`config.mk`:
```
export PLATFORM = sky130hd
export DESIGN_NAME = delay_pc_sequencer
export DESIGN_NICKNAME = d
export VERILOG_FILES = /design/src/rtl/dpc_pkg.sv /design/src/rtl/dpc_target_calc.sv /design/src/rtl/dpc_decide.sv /design/src/rtl/dpc_pc_regs.sv /design/src/rtl/delay_pc_sequencer.sv
export SDC_FILE = /design/constraint.sdc
export NUM_CORES = 1
export LEC_CHECK = 0
export ABC_AREA = 1
export BUFFER_PORTS_ARGS = -buffer_cell sky130_fd_sc_hd__buf_2
export CAP_MARGIN = 20
export CORE_ASPECT_RATIO = 0.6
export CORE_MARGIN = 2
export CORE_UTILIZATION = 45
export DETAILED_ROUTE_END_ITERATION = 16
export PLACE_DENSITY = 0.81
export SLEW_MARGIN = 30
export SYNTH_ARGS = -nofsm -noshare
export SYNTH_HDL_FRONTEND = slang
export SYNTH_SLANG_ARGS = --single-unit
```
`constraint.sdc`:
```
create_clock -name clk -period 3.8 [get_ports clk]
set_clock_uncertainty 0.2 [all_clocks]
set_input_delay 0.76 -clock clk [delete_from_list [all_inputs] [get_ports clk]]
set_output_delay 0.76 -clock clk [all_outputs]
set_load 0.02 [all_outputs]
```
`src/rtl/dpc_pkg.sv`:
```
package dpc_pkg;

  typedef enum logic [2:0] {
    XC_SEQ   = 3'd0,
    XC_BCOND = 3'd1,
    XC_BALW  = 3'd2,
    XC_BNEV  = 3'd3,
    XC_CALL  = 3'd4,
    XC_JUMP  = 3'd5
  } xfer_cls_e;

  typedef enum logic [1:0] {
    TS_SEQ  = 2'd0,
    TS_BR   = 2'd1,
    TS_CALL = 2'd2,
    TS_REG  = 2'd3
  } tgt_sel_e;

  typedef struct packed {
    tgt_sel_e sel;
    logic     hold;
    logic     annul_nxt;
    logic     misalign;
  } xfer_dec_t;

endpackage

```
`src/rtl/dpc_target_calc.sv`:
```
module dpc_target_calc #(
  parameter int XLEN  = 32,
  parameter int BDISP = 22,
  parameter int CDISP = 30
) (
  input  logic [XLEN-1:0]  pc,
  input  logic [BDISP-1:0] disp_br,
  input  logic [CDISP-1:0] disp_call,
  output logic [XLEN-1:0]  br_tgt,
  output logic [XLEN-1:0]  call_tgt
);
  localparam int BW = BDISP + 2;
  localparam int CW = CDISP + 2;

  logic [BW-1:0]   br_word;
  logic [CW-1:0]   call_word;
  logic [XLEN-1:0] br_off;
  logic [XLEN-1:0] call_off;

  assign br_word   = {disp_br, 2'b00};
  assign call_word = {disp_call, 2'b00};

  generate
    if (BW >= XLEN) begin : g_br_trunc
      assign br_off = br_word[XLEN-1:0];
    end else begin : g_br_sext
      assign br_off = {{(XLEN-BW){br_word[BW-1]}}, br_word};
    end
    if (CW >= XLEN) begin : g_call_trunc
      assign call_off = call_word[XLEN-1:0];
    end else begin : g_call_zext
      assign call_off = {{(XLEN-CW){1'b0}}, call_word};
    end
  endgenerate

  assign br_tgt   = pc + br_off;
  assign call_tgt = pc + call_off;
endmodule

```
`src/rtl/dpc_decide.sv`:
```
module dpc_decide
  import dpc_pkg::*;
(
  input  logic [2:0] cls,
  input  logic       slot_annulled,
  input  logic       annul_bit,
  input  logic       cond_true,
  input  logic       tgt_unaligned,
  output xfer_dec_t  dec
);
  xfer_cls_e eff;

  always_comb begin
    if (slot_annulled) begin
      eff = XC_SEQ;
    end else begin
      case (cls)
        3'd1:    eff = XC_BCOND;
        3'd2:    eff = XC_BALW;
        3'd3:    eff = XC_BNEV;
        3'd4:    eff = XC_CALL;
        3'd5:    eff = XC_JUMP;
        default: eff = XC_SEQ;
      endcase
    end
  end

  always_comb begin
    dec.sel       = TS_SEQ;
    dec.hold      = 1'b0;
    dec.annul_nxt = 1'b0;
    dec.misalign  = 1'b0;
    case (eff)
      XC_BCOND: begin
        if (cond_true) dec.sel = TS_BR;
        else           dec.annul_nxt = annul_bit;
      end
      XC_BALW: begin
        dec.sel       = TS_BR;
        dec.annul_nxt = annul_bit;
      end
      XC_BNEV: begin
        dec.annul_nxt = annul_bit;
      end
      XC_CALL: begin
        dec.sel = TS_CALL;
      end
      XC_JUMP: begin
        if (tgt_unaligned) begin
          dec.hold     = 1'b1;
          dec.misalign = 1'b1;
        end else begin
          dec.sel = TS_REG;
        end
      end
      default: begin
        dec.sel = TS_SEQ;
      end
    endcase
  end
endmodule

```
`src/rtl/dpc_pc_regs.sv`:
```
module dpc_pc_regs #(
  parameter int XLEN     = 32,
  parameter int RESET_PC = 0,
  parameter int STEP     = 4
) (
  input  logic            clk,
  input  logic            rst_n,
  input  logic            en,
  input  logic            hold,
  input  logic [XLEN-1:0] npc_nxt,
  input  logic            annul_nxt,
  input  logic            mis_nxt,
  output logic [XLEN-1:0] pc_q,
  output logic [XLEN-1:0] npc_q,
  output logic            annul_q,
  output logic            mis_q
);
  localparam logic [XLEN-1:0] PC_RST  = XLEN'(RESET_PC);
  localparam logic [XLEN-1:0] NPC_RST = XLEN'(RESET_PC + STEP);

  logic [XLEN-1:0] pc_d, npc_d;
  logic            annul_d, mis_d;
  logic            move;

  assign move = en & ~hold;

  always_comb begin
    pc_d    = move ? npc_q   : pc_q;
    npc_d   = move ? npc_nxt : npc_q;
    annul_d = en   ? annul_nxt : annul_q;
    mis_d   = en & mis_nxt;
  end

  always_ff @(posedge clk or negedge rst_n) begin
    if (!rst_n) begin
      pc_q    <= PC_RST;
      npc_q   <= NPC_RST;
      annul_q <= 1'b0;
      mis_q   <= 1'b0;
    end else begin
      pc_q    <= pc_d;
      npc_q   <= npc_d;
      annul_q <= annul_d;
      mis_q   <= mis_d;
    end
  end
endmodule

```
`src/rtl/delay_pc_sequencer.sv`:
```
module delay_pc_sequencer
  import dpc_pkg::*;
#(
  parameter int XLEN     = 32,
  parameter int BDISP    = 22,
  parameter int CDISP    = 30,
  parameter int RESET_PC = 0
) (
  input  logic             clk,
  input  logic             rst_n,
  input  logic             adv_i,
  input  logic [2:0]       cls_i,
  input  logic [BDISP-1:0] disp_br_i,
  input  logic [CDISP-1:0] disp_call_i,
  input  logic             annul_bit_i,
  input  logic             cond_true_i,
  input  logic [XLEN-1:0]  reg_target_i,
  output logic [XLEN-1:0]  fetch_addr_o,
  output logic [XLEN-1:0]  pc_o,
  output logic [XLEN-1:0]  npc_o,
  output logic             annul_slot_o,
  output logic             misalign_o
);
  localparam int ALIGN_BITS = 2;
  localparam int STEP       = 1 << ALIGN_BITS;

  logic [XLEN-1:0] pc_q, npc_q;
  logic            annul_q, mis_q;
  logic [XLEN-1:0] br_tgt, call_tgt, seq_tgt, npc_nxt;
  logic            unaligned;
  xfer_dec_t       dec;

  assign unaligned = |reg_target_i[ALIGN_BITS-1:0];
  assign seq_tgt   = npc_q + XLEN'(STEP);

  dpc_target_calc #(.XLEN(XLEN), .BDISP(BDISP), .CDISP(CDISP)) u_tgt (
    .pc        (pc_q),
    .disp_br   (disp_br_i),
    .disp_call (disp_call_i),
    .br_tgt    (br_tgt),
    .call_tgt  (call_tgt)
  );

  dpc_decide u_dec (
    .cls           (cls_i),
    .slot_annulled (annul_q),
    .annul_bit     (annul_bit_i),
    .cond_true     (cond_true_i),
    .tgt_unaligned (unaligned),
    .dec           (dec)
  );

  always_comb begin
    case (dec.sel)
      TS_BR:   npc_nxt = br_tgt;
      TS_CALL: npc_nxt = call_tgt;
      TS_REG:  npc_nxt = reg_target_i;
      default: npc_nxt = seq_tgt;
    endcase
  end

  dpc_pc_regs #(.XLEN(XLEN), .RESET_PC(RESET_PC), .STEP(STEP)) u_regs (
    .clk       (clk),
    .rst_n     (rst_n),
    .en        (adv_i),
    .hold      (dec.hold),
    .npc_nxt   (npc_nxt),
    .annul_nxt (dec.annul_nxt),
    .mis_nxt   (dec.misalign),
    .pc_q      (pc_q),
    .npc_q     (npc_q),
    .annul_q   (annul_q),
    .mis_q     (mis_q)
  );

  assign pc_o         = pc_q;
  assign npc_o        = npc_q;
  assign fetch_addr_o = pc_q;
  assign annul_slot_o = annul_q;
  assign misalign_o   = mis_q;
endmodule

```
==> flow_metrics.py <==
metrics = {
    "logic_synthesis": {
        "avgSynthCellArea_sq_um": 6.29,
        "synthTopCellsByCount": "nand2_1, inv_1, a21oi_1, nor2_1, nand3_1",
        "yosysMostFrequentCell": "nand2_1",
        "synth-seq-area-share_pct": 25.0,
        "synth_warnings": 0,
        "synthTopCellsByArea": "dfrtp_1, nand2_1, inv_1",
        "synth.top_cell.area_share_pct": 24.6,
        "syn_nets": 1180,
        "async_flop_share_pct": 100,
        "synth_edf_count": 0,
        "netlist_area_sq_um": 6610,
        "synth-seq-cells": 66,
        "synthFlopType": "dfrtp_1",
        "syn_inst": 1051,
        "yosysUniqueCellTypes": 46,
        "netlist.top_cell.by_area": "dfrtp_1",
    },
    "setup_path": {
        "r2r-start": "u_regs.annul_q",
        "path_class": "in2reg",
        "required_ns": 3.79,
        "arrival_ns": 3.67,
        "end_kind": "register",
        "crit_path_start": "cls_i[1]",
        "critPathMaxFanout": 5,
        "startpoint_type": "input pin",
    },
    "grt": {
        "grt_overflow": 0,
        "grt_max_degree": 48,
        "grt_usage_pct": 31.8,
        "grt_pass1_wl_microns": 39000,
        "grt_pass1_vias": 7071,
        "antenna_found_initial": 1,
    },
    "pwr": {
        "p_per_area_nw_per_um2": 573,
        "p_leak_nw": 4.80,
        "worst_ir_drop_vdd_mv": 0.354,
    },
    "sta": {
        "worst_slew_pin_slew_ns": 0.661,
        "rsz0062_at_grt": "yes",
        "clock.fmax_mhz": 272,
        "fin_crit_sh_pct": 96.6,
        "timing.hold.ws_ns": 0.205,
        "min_period_ns": 3.67,
        "drv_slew": 0,
        "setup_viol": 0,
        "relSlewSlack_pct": 55.5,
        "hold_viol": 0,
    },
    "floorplan": {
        "coreArea_sq_um": 14400,
        "die_h_microns": 97.9,
        "design.die.area_sq_um": 15700,
        "boundaryPins": 190,
        "die-width_microns": 160,
        "row_count": 34,
        "initial_utilization_pct": 45.8,
    },
    "detailed_routing": {
        "wl_per_cell_microns": 17.6,
        "routed_wl_microns": 26100,
        "drt_pre_antenna_iters": 5,
        "post-route-drc-count": 0,
        "antenna_left": 0,
        "drtIter0Drc": 971,
        "via_per_inst": 5.41,
        "dr_total_vias": 8041,
    },
    "clock_tree": {
        "clock_path_buffers": 2,
        "htree_levels": 3,
        "clk_pin_slew_ns": 0.06,
        "cts_buffers": 9,
        "cts_tree": "built",
        "hold_buffers": 0,
        "worstSkewPairLatency_ns": 0.33,
        "clock_sinks": 66,
        "cts_root_buffer": "clkbuf_16",
    },
    "cells_and_area": {
        "final_nets": 1411,
        "diodes": 0,
        "final_area_sq_um": 8910,
        "fillers": 1398,
        "area_growth_syn_to_layout_pct": 34.8,
        "drive_gt1_share_pct": 33.5,
        "finish.utilization_pct": 61.8,
        "layout.cells.non_filler": 1485,
    },
    "place": {
        "dp_hpwl_microns": 20400,
        "placed_area_sq_um": 8090,
        "io_buffers": 189,
        "gp_congestion": 0.983,
        "dpl.cell_count": 1464,
    },
    "job": {
        "max_cap_violations": 0,
    },
    "hold_path": {
        "worstHoldPathType": "in2async",
    },
    "outcome": {
        "run_status": "finished, final reports clean",
    },
}
[area by class of cell]
class	instances	area (sq um)	area share, %
repair buffers	280	1680	18.8
clock inverters	5	53.8	0.604
inverters	142	533	5.98
multi-input cells	783	4500	50.5
clock buffers	11	243	2.73
flip-flops and latches	66	1650	18.6
well taps	198	248	2.78
[routing by layer]
layer / wire length, microns / GRT usage, % / part of all wire (%) / up-vias
li1: - / - / - / 3827
met1: 12000 / 51.0 / 46 / 3696
met2: 10600 / 44.2 / 41 / 481
met3: 3200 / 6.54 / 12 / 37
met4: 336 / 4.02 / 1.3 / 0
met5: 0 / 0 / 0 / -
[placed cells by master, fill, tap and decap left out, types with 3 or more instances in the layout]
| cell | synthesis | layout |
|---|---|---|
| a21oi_1 | 81 | 71 |
| a21oi_2 | 0 | 9 |
| a221oi_1 | 4 | 4 |
| a31oi_1 | 3 | 3 |
| buf_2 | 11 | 189 |
| buf_4 | 33 | 88 |
| clkbuf_16 | 0 | 11 |
| clkinv_2 | 0 | 3 |
| dfrtp_1 | 65 | 65 |
| ha_1 | 36 | 18 |
| ha_4 | 0 | 16 |
| inv_1 | 139 | 136 |
| inv_2 | 3 | 6 |
| mux2_2 | 21 | 19 |
| nand2_1 | 335 | 313 |
| nand2_2 | 7 | 28 |
| nand3_1 | 70 | 63 |
| nand3_2 | 3 | 10 |
| nand3b_1 | 4 | 4 |
| nand4_1 | 13 | 13 |
| nor2_1 | 80 | 68 |
| nor2_2 | 3 | 13 |
| nor2_4 | 3 | 5 |
| nor3_1 | 18 | 13 |
| nor3_2 | 6 | 10 |
| nor3_4 | 2 | 3 |
| nor4_1 | 3 | 3 |
| o21ai_0 | 56 | 53 |
| o21ai_1 | 4 | 4 |
| o21ai_2 | 0 | 3 |
| or2_2 | 3 | 3 |
| xnor2_1 | 4 | 3 |
| xor2_1 | 6 | 6 |
[state kept, by name, indices dropped and copies added, names as in the netlist]
signal,cells
u_regs.npc_q,32
u_regs.pc_q,32
u_regs.annul_q,1
u_regs.mis_q,1
[critical path: stages]
cell and delay (ns):
buf_2 0.11, inv_1 0.09, nand3_2 0.12, nand3_1 0.10, nand2_1 0.08, nor2_4 0.16
ha_4 0.23, clkbuf_16 0.17, mux2_2 0.35, ha_1 0.32, nand2_1 0.12, inv_1 0.13
nand2_1 0.09, nor3_1 0.20, nand3_1 0.13, nand3_1 0.10, nand2_1 0.05, nand3_1 0.11
nand2_1 0.08, nand3_1 0.06, o21ai_0 0.09
[where the power goes]
| group | leakage [nW] | switching [mW] | internal [mW] |
|---|---|---|---|
| clock network | 0.149 | 0.306 | 0.523 |
| registers | 0.812 | 0.386 | 0.893 |
| logic | 3.84 | 1.84 | 1.16 |
[kinds of logic after synthesis]
| family | Yosys count | synth area share, % |
|---|---|---|
| multiplexers | 21 | 3.58 |
| XOR/XNOR | 10 | 1.33 |
| flip-flops | 66 | 25.0 |
| adder cells (fa/ha/maj) | 37 | 7.12 |
| buffers and inverters | 202 | 13.7 |
| AND/OR/NAND/NOR | 553 | 36.2 |
| AO/OA/AOI/OAI | 162 | 13.1 |
[what timing repair did]
item / CTS / global route
endpoints found under the setup margin: 4 / 26
gates resized for setup: 4 / 92
pin swaps: 1 / 10
cloned: 0 / 2
buffers inserted: 0 / 3
[metrics by stage]
| step | TNS [ns] | power (mW) | setup slack, ns |
|---|---|---|---|
| after floorplan | 0 | 2.84 | 0.0321 |
| after global placement | -4.21 | 3.92 | -0.412 |
| after detailed placement | -7.10 | 3.94 | -0.489 |
| after CTS | 0 | 4.79 | 0.00502 |
| after global routing | -0.511 | 5.42 | -0.0712 |
| final | 0 | 5.11 | 0.127 |
[worst paths after layout]
path	endpoint	slack (ns)	cells past startpoint
worst min-delay path	u_regs.npc_q[31]	0.20	1
worst min register to register	u_regs.npc_q[0]	0.33	2
max in group asynchronous	u_regs.npc_q[2]	2.44	2
worst max-delay path	u_regs.npc_q[24]	0.13	21
worst max register to register	u_regs.npc_q[24]	0.22	20
min in group clk	u_regs.npc_q[0]	0.33	2
(Power assumes the default switching activity.)
